**config.mk**
```make
export PLATFORM = sky130hd
export DESIGN_NAME = mmio_down_timer
export DESIGN_NICKNAME = d
export VERILOG_FILES = /design/src/rtl/tmr_pkg.sv /design/src/rtl/tmr_tick_gen.sv /design/src/rtl/tmr_channel.sv /design/src/rtl/mmio_down_timer.sv
export SDC_FILE = /design/constraint.sdc
export NUM_CORES = 1
export LEC_CHECK = 0
export BUFFER_PORTS_ARGS = -buffer_cell sky130_fd_sc_hd__buf_2
export CAP_MARGIN = 30
export CORE_MARGIN = 4
export CORE_UTILIZATION = 50
export DETAILED_ROUTE_END_ITERATION = 10
export PLACE_DENSITY = 0.68
export SLEW_MARGIN = 10
export SYNTH_ARGS = -nofsm -noshare
export SYNTH_HDL_FRONTEND = slang
export SYNTH_SLANG_ARGS = --single-unit
```
**constraint.sdc**
```tcl
create_clock -name clk_i -period 7.1 [get_ports clk_i]
set_clock_uncertainty 0.15 [all_clocks]
set_input_delay 2.13 -clock clk_i [delete_from_list [all_inputs] [get_ports clk_i]]
set_output_delay 2.13 -clock clk_i [all_outputs]
set_load 0.02 [all_outputs]
```
**src/rtl/tmr_pkg.sv**
```systemverilog
package tmr_pkg;
  localparam int unsigned DW        = 32;
  localparam int unsigned CTRL_W    = 8;
  localparam int unsigned PSC_W     = 3;
  localparam int unsigned OFF_IEN   = 'h00;
  localparam int unsigned OFF_STAT  = 'h04;
  localparam int unsigned CH_BASE   = 'h10;
  localparam int unsigned CH_STRIDE = 'h10;
  localparam int unsigned OFF_CTRL  = 'h0;
  localparam int unsigned OFF_INTV  = 'h4;
  localparam int unsigned OFF_CNT   = 'h8;

  typedef enum logic [1:0] {
    SRC_SYS  = 2'd0,
    SRC_OSC  = 2'd1,
    SRC_NONE = 2'd2,
    SRC_RSVD = 2'd3
  } src_e;

  // packed MSB first: one-shot at bit 7 down to enable at bit 0
  typedef struct packed {
    logic             one_shot;
    logic [PSC_W-1:0] psc;
    logic [1:0]       src;
    logic             reload;
    logic             en;
  } ctrl_t;
endpackage

```
**src/rtl/tmr_tick_gen.sv**
```systemverilog
module tmr_tick_gen import tmr_pkg::*; (
  input  logic             clk_i,
  input  logic             rst_ni,
  input  logic             osc_tick_i,
  input  logic [1:0]       src_i,
  input  logic [PSC_W-1:0] psc_i,
  input  logic             en_i,
  input  logic             kill_i,
  output logic             src_tick_o,
  output logic             run_o,
  output logic             tick_o
);
  localparam int unsigned PRE_W = (1 << PSC_W) - 1;

  logic [1:0]       sync_q;
  logic [PRE_W-1:0] pre_q;
  logic [PRE_W-1:0] mask;

  always_comb begin
    unique case (src_e'(src_i))
      SRC_SYS: src_tick_o = 1'b1;
      SRC_OSC: src_tick_o = osc_tick_i;
      default: src_tick_o = 1'b0;
    endcase
  end

  always_comb begin
    for (int i = 0; i < int'(PRE_W); i++) mask[i] = (i < int'(psc_i));
  end

  assign run_o  = sync_q[1];
  assign tick_o = src_tick_o & run_o & ((pre_q & mask) == mask);

  // enable crosses into the counting domain over two source ticks
  always_ff @(posedge clk_i or negedge rst_ni) begin
    if (!rst_ni) begin
      sync_q <= '0;
      pre_q  <= '0;
    end else if (kill_i) begin
      sync_q <= '0;
      pre_q  <= '0;
    end else if (src_tick_o) begin
      sync_q <= {sync_q[0], en_i};
      pre_q  <= run_o ? pre_q + 1'b1 : '0;
    end
  end
endmodule

```
**src/rtl/tmr_channel.sv**
```systemverilog
module tmr_channel import tmr_pkg::*; #(
  parameter int unsigned CNT_W = 32
) (
  input  logic             clk_i,
  input  logic             rst_ni,
  input  logic             osc_tick_i,
  input  logic             ctrl_we_i,
  input  logic             intv_we_i,
  input  logic [DW-1:0]    wdata_i,
  output ctrl_t            ctrl_o,
  output logic [CNT_W-1:0] intv_o,
  output logic [CNT_W-1:0] cnt_o,
  output logic             expire_o,
  output logic             tick_o,
  output logic             run_o,
  output logic             src_tick_o,
  output logic             kill_o
);
  ctrl_t            ctrl_q;
  logic [CNT_W-1:0] intv_q;
  logic [CNT_W-1:0] cnt_q;
  logic             at_end;

  tmr_tick_gen u_tick (
    .clk_i      (clk_i),
    .rst_ni     (rst_ni),
    .osc_tick_i (osc_tick_i),
    .src_i      (ctrl_q.src),
    .psc_i      (ctrl_q.psc),
    .en_i       (ctrl_q.en),
    .kill_i     (kill_o),
    .src_tick_o (src_tick_o),
    .run_o      (run_o),
    .tick_o     (tick_o)
  );

  assign at_end   = (cnt_q <= CNT_W'(1));
  assign expire_o = tick_o & ~ctrl_q.reload & at_end;
  assign kill_o   = expire_o & ctrl_q.one_shot;

  always_ff @(posedge clk_i or negedge rst_ni) begin
    if (!rst_ni) begin
      ctrl_q <= '0;
    end else if (ctrl_we_i) begin
      ctrl_q <= ctrl_t'(wdata_i[CTRL_W-1:0]);
    end else begin
      if (tick_o && ctrl_q.reload) ctrl_q.reload <= 1'b0;
      if (kill_o)                  ctrl_q.en     <= 1'b0;
    end
  end

  always_ff @(posedge clk_i or negedge rst_ni) begin
    if (!rst_ni)        intv_q <= '0;
    else if (intv_we_i) intv_q <= wdata_i[CNT_W-1:0];
  end

  always_ff @(posedge clk_i or negedge rst_ni) begin
    if (!rst_ni) begin
      cnt_q <= '0;
    end else if (tick_o) begin
      if (ctrl_q.reload)  cnt_q <= intv_q;
      else if (at_end)    cnt_q <= ctrl_q.one_shot ? '0 : intv_q;
      else                cnt_q <= cnt_q - 1'b1;
    end
  end

  assign ctrl_o = ctrl_q;
  assign intv_o = intv_q;
  assign cnt_o  = cnt_q;
endmodule

```
**src/rtl/mmio_down_timer.sv**
```systemverilog
module mmio_down_timer import tmr_pkg::*; #(
  parameter int unsigned NUM_CH = 2,
  parameter int unsigned CNT_W  = 32,
  parameter int unsigned AW     = 8
) (
  input  logic          clk_i,
  input  logic          rst_ni,
  input  logic          osc_tick_i,
  input  logic          req_i,
  input  logic          we_i,
  input  logic [AW-1:0] addr_i,
  input  logic [DW-1:0] wdata_i,
  output logic [DW-1:0] rdata_o,
  output logic          irq_o
);
  logic                    wr, rd, stat_we;
  logic [NUM_CH-1:0]       ctrl_we, intv_we;
  logic [NUM_CH-1:0]       expire_vec, tick_vec, run_vec, kill_vec, src_tick_vec, en_vec;
  logic [NUM_CH-1:0]       ien_q, pend_q, stat_clr;
  ctrl_t                   ctrl_arr [NUM_CH];
  logic [CNT_W-1:0]        intv_arr [NUM_CH];
  logic [CNT_W-1:0]        cnt_arr  [NUM_CH];
  logic [NUM_CH*CNT_W-1:0] cnt_flat;
  logic [DW-1:0]           rd_val, rdata_q;

  assign wr      = req_i & we_i;
  assign rd      = req_i & ~we_i;
  assign stat_we = wr && (addr_i == AW'(OFF_STAT));

  for (genvar c = 0; c < NUM_CH; c++) begin : g_ch
    localparam int unsigned BASE = CH_BASE + CH_STRIDE * c;
    assign ctrl_we[c] = wr && (addr_i == AW'(BASE + OFF_CTRL));
    assign intv_we[c] = wr && (addr_i == AW'(BASE + OFF_INTV));

    tmr_channel #(.CNT_W(CNT_W)) u_ch (
      .clk_i      (clk_i),
      .rst_ni     (rst_ni),
      .osc_tick_i (osc_tick_i),
      .ctrl_we_i  (ctrl_we[c]),
      .intv_we_i  (intv_we[c]),
      .wdata_i    (wdata_i),
      .ctrl_o     (ctrl_arr[c]),
      .intv_o     (intv_arr[c]),
      .cnt_o      (cnt_arr[c]),
      .expire_o   (expire_vec[c]),
      .tick_o     (tick_vec[c]),
      .run_o      (run_vec[c]),
      .src_tick_o (src_tick_vec[c]),
      .kill_o     (kill_vec[c])
    );

    assign en_vec[c]                    = ctrl_arr[c].en;
    assign cnt_flat[c*CNT_W +: CNT_W]   = cnt_arr[c];
  end

  assign stat_clr = stat_we ? wdata_i[NUM_CH-1:0] : '0;

  always_ff @(posedge clk_i or negedge rst_ni) begin
    if (!rst_ni) begin
      ien_q  <= '0;
      pend_q <= '0;
    end else begin
      if (wr && (addr_i == AW'(OFF_IEN))) ien_q <= wdata_i[NUM_CH-1:0];
      pend_q <= (pend_q & ~stat_clr) | expire_vec;
    end
  end

  always_comb begin
    rd_val = '0;
    if (addr_i == AW'(OFF_IEN))  rd_val[NUM_CH-1:0] = ien_q;
    if (addr_i == AW'(OFF_STAT)) rd_val[NUM_CH-1:0] = pend_q;
    for (int c = 0; c < int'(NUM_CH); c++) begin
      if (addr_i == AW'(CH_BASE + CH_STRIDE * c + OFF_CTRL)) rd_val[CTRL_W-1:0] = ctrl_arr[c];
      if (addr_i == AW'(CH_BASE + CH_STRIDE * c + OFF_INTV)) rd_val[CNT_W-1:0]  = intv_arr[c];
      if (addr_i == AW'(CH_BASE + CH_STRIDE * c + OFF_CNT))  rd_val[CNT_W-1:0]  = cnt_arr[c];
    end
  end

  always_ff @(posedge clk_i or negedge rst_ni) begin
    if (!rst_ni)  rdata_q <= '0;
    else if (rd)  rdata_q <= rd_val;
  end

  assign rdata_o = rdata_q;
  assign irq_o   = |(pend_q & ien_q);
endmodule

```
==> results_dict.tcl <==
set metrics [dict create \
    n_antenna_cell 0 \
    dr_wl_met3_um 2090 \
    crit_path_max_fanout 32 \
    stdcell_count 1415 \
    synth_nets 1143 \
    ys_warn_count 0 \
    r2r-start "g_ch[0].u_ch.cnt_o[14]" \
    cp.required_ns 7.27 \
    timing.slew.headroom_pct 37.8 \
    dp.cells 1380 \
    htree_levels 4 \
    synth.ff_latch_count 198 \
    post_cts_resized 0 \
    avgSynthCellArea_sq_um 9.71 \
    synth_cell_type_count 70 \
    synth-edff-count 0 \
    drtPass1Iterations 8 \
    tightest_slew_ns 0.931 \
    seqPwrFrac_pct 48.9 \
    antenna_found_initial 0 \
    fmax_mhz 214 \
    vias 9284 \
    overflow 0 \
    outcome "finished clean" \
    numPortBuffers 77 \
    seq_area_frac_synth_pct 46.7 \
    synthXorXnorAreaFrac_pct 0.165 \
    holdCritPathClass "reg2reg" \
    swShare_pct 30.7 \
    startpoint_type "primary input" \
    synthMuxAreaShare_pct 9.04 \
    post_cts_buffers 0 \
    final_cell_mix "dfrtp_1, nand2_1, nor2_1, mux2_2, buf_2" \
    finalHoldViolCount 0 \
    yosys.area_share.simple_pct 19.7 \
    leakage_nw 5.02 \
    drc 0 \
    ir_drop_v 0.000162 \
    min_period_ns 4.66 \
    grt_pass1_vias 8592 \
    synth_ff_type "dfrtp_1" \
    grt_pass1_wl_um 49700 \
    die_area_sq_um 23600 \
    slew_viol_final 0 \
    maxCapViolations 0 \
    fillerInstances 1881 \
    rsz0062_at_grt "no" \
    synthArstFlopShare_pct 100 \
    cts_sinks 198 \
    core_area_sq_um 21000 \
    die_x_um 154 \
    tns_ns 0 \
    area_growth_pct 11.4 \
    routed_via_density 6.56 \
    final_net_count 1178 \
    endpoint_kind "flip-flop" \
    synth_compound_area_share_pct 20.0 \
    cts_tree "done" \
    final_common_cell "dfrtp_1" \
    drtAntennaViolNets 0 \
    finalSetupViolCount 0 \
    clk_latency_ns 0.44 \
    track_usage_pct 26.3 \
    drt-initial-drc-count 1048 \
    powerDensity_nw_per_um2 232 \
    hpwl_um 22300 \
    synth_top_family_by_area "compound AO/OA/AOI/OAI gates" \
    p_total_w 0.00275 \
    cts_buffers 17 \
    finalCritPeriodShare_pct 65.7 \
    synth-adder-area-share_pct 0.708 \
    gp_congestion 0.938 \
    power_switching_w 0.000844 \
    dr_wl_met2_um 14200 \
    routed_wl_um 31100 \
    pwr-share-clk_pct 36.9 \
    cts_hold_buf 0 \
    routedLengthMet1_um 14300 \
    layout-drive-gt1-share_pct 20.1 \
    worstPathArrival_ns 4.83 \
    critical_path_class "in2reg" \
    hp-start "g_ch[0].u_ch.u_tick.sync_q[0]" \
    combinationalPowerShare_pct 14.3 \
    crit_start "addr_i[2]" \
    grt_max_degree 105 \
    io-pin-count 78 \
    clockRootBuffer "clkbuf_16" \
    top_layer "met4" \
    clk_path_buf_depth 2 \
    avgRoutedWirePerCell_um 22.0 \
    rows 53 \
    clk_pin_slew_ns 0.08 \
    initial_core_util_pct 50.6 \
    syn_inst 1092 \
    syn_area_sq_um 10600 \
    internal_power_w 0.00190 \
    die_h_um 154 \
]
critical path: stages:
cell     delay, ns
buf_2         0.23
nor4b_2       0.70
and2_1        0.22
buf_4         0.27
nor2b_4       0.82
mux2_2        0.42
cell usage after synthesis, types with 3 or more instances:
cell type	instances	area share [%]
mux2i_1	8	0.76
o311ai_0	10	0.83
nor4_1	27	1.6
ha_1	6	0.71
a31oi_1	34	2.0
a21oi_1	35	1.7
nor4b_1	6	0.50
nor3_1	46	2.2
nor2b_1	9	0.53
or4b_2	3	0.28
inv_1	19	0.67
dfrtp_1	198	47
a22o_1	4	0.33
o31ai_1	9	0.64
a211oi_1	4	0.28
buf_2	20	0.94
clkbuf_1	55	1.9
o21ai_0	64	3.0
o211ai_1	14	0.99
o21a_1	3	0.21
or4_1	18	1.3
a22oi_1	12	0.85
a31o_2	3	0.25
or2_2	6	0.35
a211o_1	5	0.41
a2bb2oi_1	3	0.25
or3_1	14	0.83
a222oi_1	28	2.6
nand4_1	10	0.59
and3_1	8	0.47
a21boi_0	6	0.42
and2_1	7	0.41
mux2_2	76	8.1
a221o_1	23	2.2
nand2b_1	8	0.47
o41ai_1	5	0.41
nor2_1	99	3.5
nand3_1	29	1.4
o22ai_1	4	0.24
a221oi_1	3	0.25
a21o_1	6	0.42
nand2_1	106	3.8
o2bb2ai_1	4	0.33
kinds of logic (layout without fill, tap and decap cells):
family	after synthesis	in the layout
DFF	198	198
xor gates and xnor gates	2	2
buffers and inverters	97	145
and+or+nand+nor	410	410
muxes	85	85
adders and majority gates	6	6
AOI/OAI and AO/OA	294	294
final cells by class:
cell class | instances | area [sq um] | share of cell area, %
clock inverters | 15 | 181 | 1.54
well taps | 275 | 344 | 2.91
clock buffers | 17 | 425 | 3.60
repair buffers | 94 | 553 | 4.68
multi-input cells | 797 | 5290 | 44.7
flip-flops and latches | 198 | 4950 | 41.9
inverters | 19 | 71.3 | 0.603
through the flow:
step	util [%]	area (sq um)	hold slack [ns]	setup slack, ns
2_1_floorplan	-	10600	0.298	2.84
3_3_place_gp	53.2	11100	0.310	2.05
3_5_place_dp	53.3	11200	0.320	2.03
4_1_cts	56.2	11800	0.338	2.46
5_1_grt	56.4	11800	0.368	2.24
6_report	56.4	11800	0.334	2.44
sequential cells by signal (all words and copies together), names as in the netlist:
name                     count
g_ch.u_ch.intv_o            64
ien_q                        2
rdata_o                     32
g_ch.u_ch.cnt_o             64
g_ch.u_ch.u_tick.pre_q      14
g_ch.u_ch.u_tick.sync_q      4
pend_q                       2
g_ch.u_ch.ctrl_o            16
power groups by stage:
stage               logic (W)  clock network, W  registers [W]
finish               0.000391           0.00101        0.00134
global route         0.000436           0.00107        0.00136
CTS                  0.000392           0.00102        0.00134
detailed placement   0.000390                 0        0.00136
global placement     0.000383                 0        0.00136
floorplan            0.000251                 0        0.00133
final timing paths:
path                                                      end  slack (ns)  depth (start not counted)
worst min register to register  g_ch[0].u_ch.u_tick.sync_q[0]        0.33                          2
worst max-delay path                  g_ch[0].u_ch.intv_o[26]        2.44                          6
worst max register to register         g_ch[0].u_ch.cnt_o[26]        3.62                          7
max in group asynchronous              g_ch[1].u_ch.cnt_o[21]        3.94                          2
worst min-delay path            g_ch[0].u_ch.u_tick.sync_q[0]        0.33                          2
min in group asynchronous        g_ch[0].u_ch.u_tick.pre_q[5]        1.60                          1
routing by layer:
layer	track usage (%)	vias up
li1	-	4258
met1	40.2	4575
met2	39.5	403
met3	4.08	48
met4	6.85	0
met5	0	-
Note: power is estimated with default switching activity, not from simulation.
